--- src/rtl/cmx_pkg.sv ---
package cmx_pkg;
  localparam int GAIN_W   = 16;
  localparam int STEP_CNT = 32;
  localparam int STEP_W   = $clog2(STEP_CNT + 1);

  typedef enum logic [1:0] {
    ROUTE_MUTE  = 2'b00,
    ROUTE_RIGHT = 2'b01,
    ROUTE_LEFT  = 2'b10,
    ROUTE_MIX   = 2'b11
  } route_e;
endpackage

--- src/rtl/cmx_gain_rom.sv ---
module cmx_gain_rom
  import cmx_pkg::*;
(
  input  logic [STEP_W-1:0] step_i,
  output logic [GAIN_W-1:0] gain_o,
  output logic              unity_o,
  output logic              zero_o
);
  int unsigned k;

  always_comb begin
    k = int'(step_i);
    case (k)
      1:  gain_o = 16'd65378;
      2:  gain_o = 16'd64906;
      3:  gain_o = 16'd64125;
      4:  gain_o = 16'd63042;
      5:  gain_o = 16'd61667;
      6:  gain_o = 16'd60014;
      7:  gain_o = 16'd58098;
      8:  gain_o = 16'd55938;
      9:  gain_o = 16'd53556;
      10: gain_o = 16'd50973;
      11: gain_o = 16'd48215;
      12: gain_o = 16'd45308;
      13: gain_o = 16'd42280;
      14: gain_o = 16'd39161;
      15: gain_o = 16'd35980;
      16: gain_o = 16'd32768;
      17: gain_o = 16'd29556;
      18: gain_o = 16'd26375;
      19: gain_o = 16'd23256;
      20: gain_o = 16'd20228;
      21: gain_o = 16'd17321;
      22: gain_o = 16'd14563;
      23: gain_o = 16'd11980;
      24: gain_o = 16'd9598;
      25: gain_o = 16'd7438;
      26: gain_o = 16'd5522;
      27: gain_o = 16'd3869;
      28: gain_o = 16'd2494;
      29: gain_o = 16'd1411;
      30: gain_o = 16'd630;
      31: gain_o = 16'd158;
      default: gain_o = '0;
    endcase
  end

  assign unity_o = (step_i == '0);
  assign zero_o  = (step_i >= STEP_W'(STEP_CNT));
endmodule

--- src/rtl/cmx_ramp_ctl.sv ---
module cmx_ramp_ctl
  import cmx_pkg::*;
#(
  parameter int HOLD_LEN = 32
) (
  input  logic              clk,
  input  logic              rst_n,
  input  logic              stb_i,
  input  logic              mute_i,
  output logic [STEP_W-1:0] step_o
);
  localparam int HOLD_W = (HOLD_LEN > 1) ? $clog2(HOLD_LEN) : 1;
  localparam logic [HOLD_W-1:0] HOLD_LAST = HOLD_W'(HOLD_LEN - 1);
  localparam logic [STEP_W-1:0] STEP_END  = STEP_W'(STEP_CNT);

  logic [STEP_W-1:0] step_q, step_d;
  logic [HOLD_W-1:0] cnt_q, cnt_d, cnt_base;
  logic              dir_q, dir_d;
  logic              moving;

  assign cnt_base = (mute_i != dir_q) ? '0 : cnt_q;
  assign moving   = mute_i ? (step_q != STEP_END) : (step_q != '0);

  always_comb begin
    step_d = step_q;
    cnt_d  = cnt_q;
    dir_d  = dir_q;
    if (stb_i) begin
      dir_d = mute_i;
      if (!moving) begin
        cnt_d = '0;
      end else if (cnt_base == HOLD_LAST) begin
        cnt_d  = '0;
        step_d = mute_i ? (step_q + 1'b1) : (step_q - 1'b1);
      end else begin
        cnt_d = cnt_base + 1'b1;
      end
    end
  end

  always_ff @(posedge clk or negedge rst_n) begin
    if (!rst_n) begin
      step_q <= '0;
      cnt_q  <= '0;
      dir_q  <= 1'b0;
    end else begin
      step_q <= step_d;
      cnt_q  <= cnt_d;
      dir_q  <= dir_d;
    end
  end

  assign step_o = step_q;


  step_idle_chk: assert property (@(posedge clk) disable iff (!rst_n)
    !stb_i |=> $stable(step_q));


  step_unit_chk: assert property (@(posedge clk) disable iff (!rst_n)
    stb_i |=> (step_q == $past(step_q)) || (step_q == $past(step_q) + 1'b1) ||
              (step_q + 1'b1 == $past(step_q)));


  mute_down_chk: assert property (@(posedge clk) disable iff (!rst_n)
    (stb_i && mute_i) |=> step_q >= $past(step_q));


  release_up_chk: assert property (@(posedge clk) disable iff (!rst_n)
    (stb_i && !mute_i) |=> step_q <= $past(step_q));
endmodule

--- src/rtl/cmx_scale.sv ---
module cmx_scale
  import cmx_pkg::*;
#(
  parameter int DATA_W = 20
) (
  input  logic signed [DATA_W-1:0] sample_i,
  input  logic        [GAIN_W-1:0] gain_i,
  input  logic                     unity_i,
  input  logic                     zero_i,
  output logic        [DATA_W-1:0] scaled_o
);
  localparam int PW = DATA_W + GAIN_W + 1;
  localparam logic signed [PW-1:0] RND = PW'(2 ** (GAIN_W - 1));

  logic signed [PW-1:0] s_ext, g_ext, prod, rnd;

  always_comb begin
    s_ext = PW'(sample_i);
    g_ext = PW'($signed({1'b0, gain_i}));
    prod  = s_ext * g_ext;
    rnd   = prod + RND;
    if (unity_i) begin
      scaled_o = sample_i;
    end else if (zero_i) begin
      scaled_o = '0;
    end else begin
      scaled_o = rnd[GAIN_W +: DATA_W];
    end
  end
endmodule

--- src/rtl/chan_mute_matrix.sv ---
module chan_mute_matrix
  import cmx_pkg::*;
#(
  parameter int DATA_W   = 20,
  parameter int HOLD_LEN = 32
) (
  input  logic              clk,
  input  logic              rst_n,
  input  logic              smp_vld_i,
  input  logic [DATA_W-1:0] smp_l_i,
  input  logic [DATA_W-1:0] smp_r_i,
  input  logic [1:0]        code_l_i,
  input  logic [1:0]        code_r_i,
  input  logic              reg_mode_i,
  input  logic              pin_mute_l_i,
  input  logic              pin_mute_r_i,
  output logic              smp_vld_o,
  output logic [DATA_W-1:0] smp_l_o,
  output logic [DATA_W-1:0] smp_r_o
);
  localparam int NCH = 2;

  logic [1:0]               code_in [NCH];
  logic                     pin_in  [NCH];
  logic signed [DATA_W:0]   sum_w;
  logic [DATA_W-1:0]        mix_w;
  logic                     vld_q;

  assign code_in[0] = code_l_i;
  assign code_in[1] = code_r_i;
  assign pin_in[0]  = pin_mute_l_i;
  assign pin_in[1]  = pin_mute_r_i;

  assign sum_w = $signed({smp_l_i[DATA_W-1], smp_l_i}) + $signed({smp_r_i[DATA_W-1], smp_r_i});
  assign mix_w = sum_w[DATA_W:1];

  for (genvar ch = 0; ch < NCH; ch++) begin : g_chan
    localparam logic [1:0] STRAIGHT = (ch == 0) ? ROUTE_LEFT : ROUTE_RIGHT;

    logic [1:0]        eff_code, sel_code, held_q, held_d;
    logic              mute_req;
    logic [DATA_W-1:0] src_w, scaled_w, chan_d, chan_q;
    logic [GAIN_W-1:0] gain_w;
    logic              unity_w, zero_w;
    logic [STEP_W-1:0] step_w;

    always_comb begin
      eff_code = reg_mode_i ? code_in[ch] : STRAIGHT;
      mute_req = reg_mode_i ? (code_in[ch] == ROUTE_MUTE) : pin_in[ch];
      sel_code = (eff_code == ROUTE_MUTE) ? held_q : eff_code;
      held_d   = held_q;
      if (smp_vld_i && (eff_code != ROUTE_MUTE)) begin
        held_d = eff_code;
      end
    end

    always_comb begin
      case (sel_code)
        ROUTE_RIGHT: src_w = smp_r_i;
        ROUTE_LEFT:  src_w = smp_l_i;
        ROUTE_MIX:   src_w = mix_w;
        default:     src_w = '0;
      endcase
    end

    cmx_ramp_ctl #(
      .HOLD_LEN (HOLD_LEN)
    ) u_ramp (
      .clk    (clk),
      .rst_n  (rst_n),
      .stb_i  (smp_vld_i),
      .mute_i (mute_req),
      .step_o (step_w)
    );

    cmx_gain_rom u_rom (
      .step_i  (step_w),
      .gain_o  (gain_w),
      .unity_o (unity_w),
      .zero_o  (zero_w)
    );

    cmx_scale #(
      .DATA_W (DATA_W)
    ) u_scale (
      .sample_i (src_w),
      .gain_i   (gain_w),
      .unity_i  (unity_w),
      .zero_i   (zero_w),
      .scaled_o (scaled_w)
    );

    assign chan_d = smp_vld_i ? scaled_w : chan_q;

    always_ff @(posedge clk or negedge rst_n) begin
      if (!rst_n) begin
        held_q <= STRAIGHT;
        chan_q <= '0;
      end else begin
        held_q <= held_d;
        chan_q <= chan_d;
      end
    end
  end

  always_ff @(posedge clk or negedge rst_n) begin
    if (!rst_n) begin
      vld_q <= 1'b0;
    end else begin
      vld_q <= smp_vld_i;
    end
  end

  assign smp_vld_o = vld_q;
  assign smp_l_o   = g_chan[0].chan_q;
  assign smp_r_o   = g_chan[1].chan_q;


  vld_follow_chk: assert property (@(posedge clk) disable iff (!rst_n)
    smp_vld_i |=> smp_vld_o);


  vld_quiet_chk: assert property (@(posedge clk) disable iff (!rst_n)
    !smp_vld_i |=> !smp_vld_o);


  out_hold_chk: assert property (@(posedge clk) disable iff (!rst_n)
    !smp_vld_i |=> ($stable(smp_l_o) && $stable(smp_r_o)));


  left_pass_chk: assert property (@(posedge clk) disable iff (!rst_n)
    (reg_mode_i && smp_vld_i && (code_l_i == ROUTE_LEFT) && (g_chan[0].step_w == '0))
      |=> (smp_l_o == $past(smp_l_i)));


  pin_pass_chk: assert property (@(posedge clk) disable iff (!rst_n)
    (!reg_mode_i && smp_vld_i && !pin_mute_r_i && (g_chan[1].step_w == '0))
      |=> (smp_r_o == $past(smp_r_i)));


  silent_chk: assert property (@(posedge clk) disable iff (!rst_n)
    (smp_vld_i && (g_chan[0].step_w == STEP_W'(STEP_CNT))) |=> (smp_l_o == '0));
endmodule

--- config.mk ---
export PLATFORM = sky130hd
export DESIGN_NAME = chan_mute_matrix
export DESIGN_NICKNAME = d
export VERILOG_FILES = /design/src/rtl/cmx_pkg.sv /design/src/rtl/cmx_gain_rom.sv /design/src/rtl/cmx_ramp_ctl.sv /design/src/rtl/cmx_scale.sv /design/src/rtl/chan_mute_matrix.sv
export SDC_FILE = /design/constraint.sdc
export NUM_CORES = 2
export LEC_CHECK = 0
export CAP_MARGIN = 5
export CORE_ASPECT_RATIO = 0.9
export CORE_MARGIN = 2
export CORE_UTILIZATION = 66
export CTS_CLUSTER_SIZE = 10
export DETAILED_ROUTE_END_ITERATION = 6
export PLACE_DENSITY = 0.85
export SLEW_MARGIN = 40
export SYNTH_ARGS = -nofsm -noshare
export SYNTH_HDL_FRONTEND = slang
export SYNTH_HIERARCHICAL = 1
export SYNTH_SLANG_ARGS = --single-unit
export TNS_END_PERCENT = 5
--- constraint.sdc ---
create_clock -name clk -period 9.1 [get_ports clk]
set_input_delay 2.275 -clock clk [delete_from_list [all_inputs] [get_ports clk]]
set_output_delay 2.275 -clock clk [all_outputs]
set_load 0.02 [all_outputs]
==> metrics.md <==
| Metric | Value |
|---|---|
| Initial Utilization | 66.4% |
| Post-synth net total | between 4k and 5k |
| Crit path largest cell delay | 0.55 ns |
| Clock Path Buffers | 2 |
| Mapped Cells | 3,651 |
| Number of synthesized flops with an enable pin | 0 |
| Critical path class | in2reg |
| Initial antenna violation count | 6 |
| Max Clock Freq | 0.104 GHz |
| Outcome | complete, but fails checks |
| Share of cells above drive strength 1 | 21.4% |
| Max_cap viols | 0 |
| Inst Count DP | 4,685 |
| Die Y | around 210 um |
| Final wirelength | 92,300 um |
| Clock Skew | roughly 0.015 ns |
| VDD IR max | 112 uV |
| Avg Cell Area, Syn | 8.65 um2 |
| Total grt overflow | 0 |
| Cell family with most CP delay | adder cells |
| Area growth, synth to finish | 20.7% |
| Sequential share of the synthesized area | 5.47% |
| Tightest Hold Check Type | reg2reg |
| H-tree level count | 3 |
| Cts hold-fix bufs | 0 |
| Worst-path clk slew | 0.08 ns |
| Vias in the first global route | 29.7k |
| Hold slack | 0.482 ns |
| Fin cells | 4,754 |
| Vias | ~28k |
| Tcrit/Tclk final | 106% |
| Vias per cell | ~5.8 |
| Worst path buffer plus inverter count | 7 |
| Required time of the critical path | 9.38 ns |
| Depth of the worst hold-timing path | 2 |
| Minimum clock period | between 9 and 10 ns |
| Cell variety after synth | 94 |
| PD cells | 42.7 nW/um2 |
| RSZ-0062 raised after global routing | true |
| Startpoint types | input port |
| Ports | 91 |
| Final setup margin | -0.551 ns |
| PortBufs | 90 |
| Die ar. | 49,600 um2 |
| Largest net degree at the start of global routing | 70 |
| Gpl congestion | 0.956 |
| Core area | 47,500 um2 |
| Slew Limit Fails | 0 |
| Crit path DAT | 9.94 ns |
| Critical Path End Type | register |
| Worst Path Max Fanout | 5 |
| TritonCTS clock tree | done |
| Most used DFF post-synth | dfrtp_1 |
| First-pass GRT wire length | 150,000 um |
| Nets | approximately 5k |
| Slew HR | 41.9% |
| Root Buffer | clkbuf_16 |
| FF+latch count, synth | 69 |
| TritonCTS sink count | 69 |
| Total power | between 1.5 and 2 mW |
| Final instance area | 38,100 um2 |
| Synthesized area | 31,600 um2 |
| Iter 0 DRT Violations | 2,651 |
| FFs w/ async S/R, synth | 100% |
| Rows | 76 |
| Setup violators final | 40 |
| Slowest CP cell | fa_1 |
| Hpwl dp | 72,200 um |
| Setup TNS | -13.21 ns |
| Total Routing Usage GR | 38.3% |
| Area after DPL | around 37,000 um2 |
| Per-cell routed wire length | roughly 19 um |
| Antenna Nets Post-Route | 0 |
| Final hold violations | 0 |
| Measured slew at the worst slew-check pin | 0.866 ns |
| Leakage | 20.1 nW |
| Die X | roughly 230 um |
| Critical Path Stages | 32 |
| CTS buffer count | 9 |
| R2R depth | 28 |
| Ys Warns | 6 |
| Clk_lat worst skew | 0.40 ns |
| # DRC | 0 |
| Cell repeated most along the worst path | fa_1 |
| DRT Pass-1 Iters | 6 |
| Violated checks | setup timing |
[metal layers]
layer,vias up,wire length (um),track usage (%),share of wire (%)
met1,13700,35300,49.5,38
met2,1508,43800,63.6,47
li1,12100,-,-,-
met3,370,8580,7.09,9.3
met4,6,4590,17.0,5.0
met5,-,49,0,0.053
[cell usage after synthesis (27+ instances only)]
cell	count	area (um2)
mux2_2	42	473
a211oi_1	27	203
nor2_1	90	338
and2_1	384	2400
a21o_1	30	225
dfrtp_1	67	1680
nand3_1	36	180
inv_1	886	3330
xnor2_1	49	429
xor2_1	29	254
ha_1	251	3140
nand2_1	387	1450
a21oi_1	93	465
clkbuf_1	125	469
o21ai_0	108	541
fa_1	633	12700
[layout by cell type (no fill, tap or decap), types with 16 or more instances in the layout]
| cell | instances |
|---|---|
| fa_1 | 617 |
| xnor2_1 | 40 |
| buf_2 | 18 |
| and3_1 | 21 |
| nand3_1 | 30 |
| nor2_1 | 81 |
| nor2b_1 | 18 |
| a211oi_1 | 17 |
| a21o_1 | 28 |
| dfrtp_1 | 63 |
| a31oi_1 | 18 |
| fa_2 | 16 |
| a21oi_1 | 73 |
| o211ai_1 | 17 |
| and2_1 | 373 |
| clkdlybuf4s50_1 | 49 |
| buf_12 | 18 |
| o21ai_0 | 60 |
| o21ai_1 | 39 |
| ha_4 | 25 |
| xor2_1 | 27 |
| inv_1 | 876 |
| buf_4 | 504 |
| a21oi_2 | 22 |
| mux2_2 | 40 |
| nand2_1 | 373 |
| ha_1 | 224 |
[logic make-up (layout without fill, tap and decap cells)]
| kind of cell | Yosys count | count (layout) | synth area share [%] |
|---|---|---|---|
| buffers and inverters | 1052 | 1527 | 12.9 |
| adders and majority gates | 884 | 884 | 50.1 |
| muxes | 66 | 66 | 2.55 |
| AOI/OAI and AO/OA | 459 | 459 | 9.96 |
| DFF | 69 | 69 | 5.47 |
| xor gates and xnor gates | 78 | 78 | 2.16 |
| and+or+nand+nor | 1043 | 1043 | 16.9 |
| other | 0 | 4 | 0 |
[state kept, by name, summed over array words and instances, names as in the netlist]
| signal | cells |
|---|---|
| g_chan.held_q | 4 |
| smp_r_o | 20 |
| g_chan.u_ramp/cnt_q | 10 |
| g_chan.u_ramp/step_o | 12 |
| smp_vld_o | 1 |
| smp_l_o | 20 |
| g_chan.u_ramp/dir_q | 2 |
[tightest hold or removal path, cell delays in order, from the launching register on]
cell and delay, ns:
dfstp_2 0.38, nand2_1 0.05, nand2_1 0.05
[layout make-up]
type	count	area, um2
Timing Repair Buffer	623	5090
Fill cell	2953	9410
Tap cell	624	781
Clock buffer	9	225
Multi-Input combinational cell	2530	26900
Antenna cell	4	10.0
Sequential cell	69	1730
Inverter	888	3340
Clock inverter	7	75.1
[final timing paths]
check / to / start / slack [ns]
worst max-delay path: smp_l_o[15]$_DFFE_PN0P_ / smp_r_i[5] / -0.55
max in group asynchronous: g_chan[1].u_ramp/step_o[2]$_DFFE_PN0P_ / rst_n / 6.60
worst min-delay path: g_chan[0].held_q[1]$_DFFE_PN1P_ / g_chan[0].held_q[1]$_DFFE_PN1P_ / 0.48
worst max register to register: smp_l_o[15]$_DFFE_PN0P_ / g_chan[0].u_ramp/step_o[0]$_DFFE_PN0P_ / 0.85
worst min register to register: g_chan[0].held_q[1]$_DFFE_PN1P_ / g_chan[0].held_q[1]$_DFFE_PN1P_ / 0.48
min in group asynchronous: g_chan[0].u_ramp/cnt_q[3]$_DFFE_PN0P_ / rst_n / 1.94
[report_power, final]
group          switching [mW]  internal (mW)
Sequential             0.0247          0.344
Clock                   0.208          0.195
Combinational           0.454          0.404
[metrics by stage]
stage | utilization, % | setup slack, ns
2_1_floorplan | - | -0.384
3_3_place_gp | 76.9 | -1.23
3_5_place_dp | 77.0 | -1.38
4_1_cts | 79.7 | -0.347
5_1_grt | 80.2 | -0.721
6_report | 80.2 | -0.551
[timing repair]
action                     CTS  global route
gates resized for setup    285            52
setup endpoints to repair   40            40
setup buffers               46             2
pin swaps                  117            31
gates cloned                 1             0
Note: power is estimated with default switching activity, not from simulation.
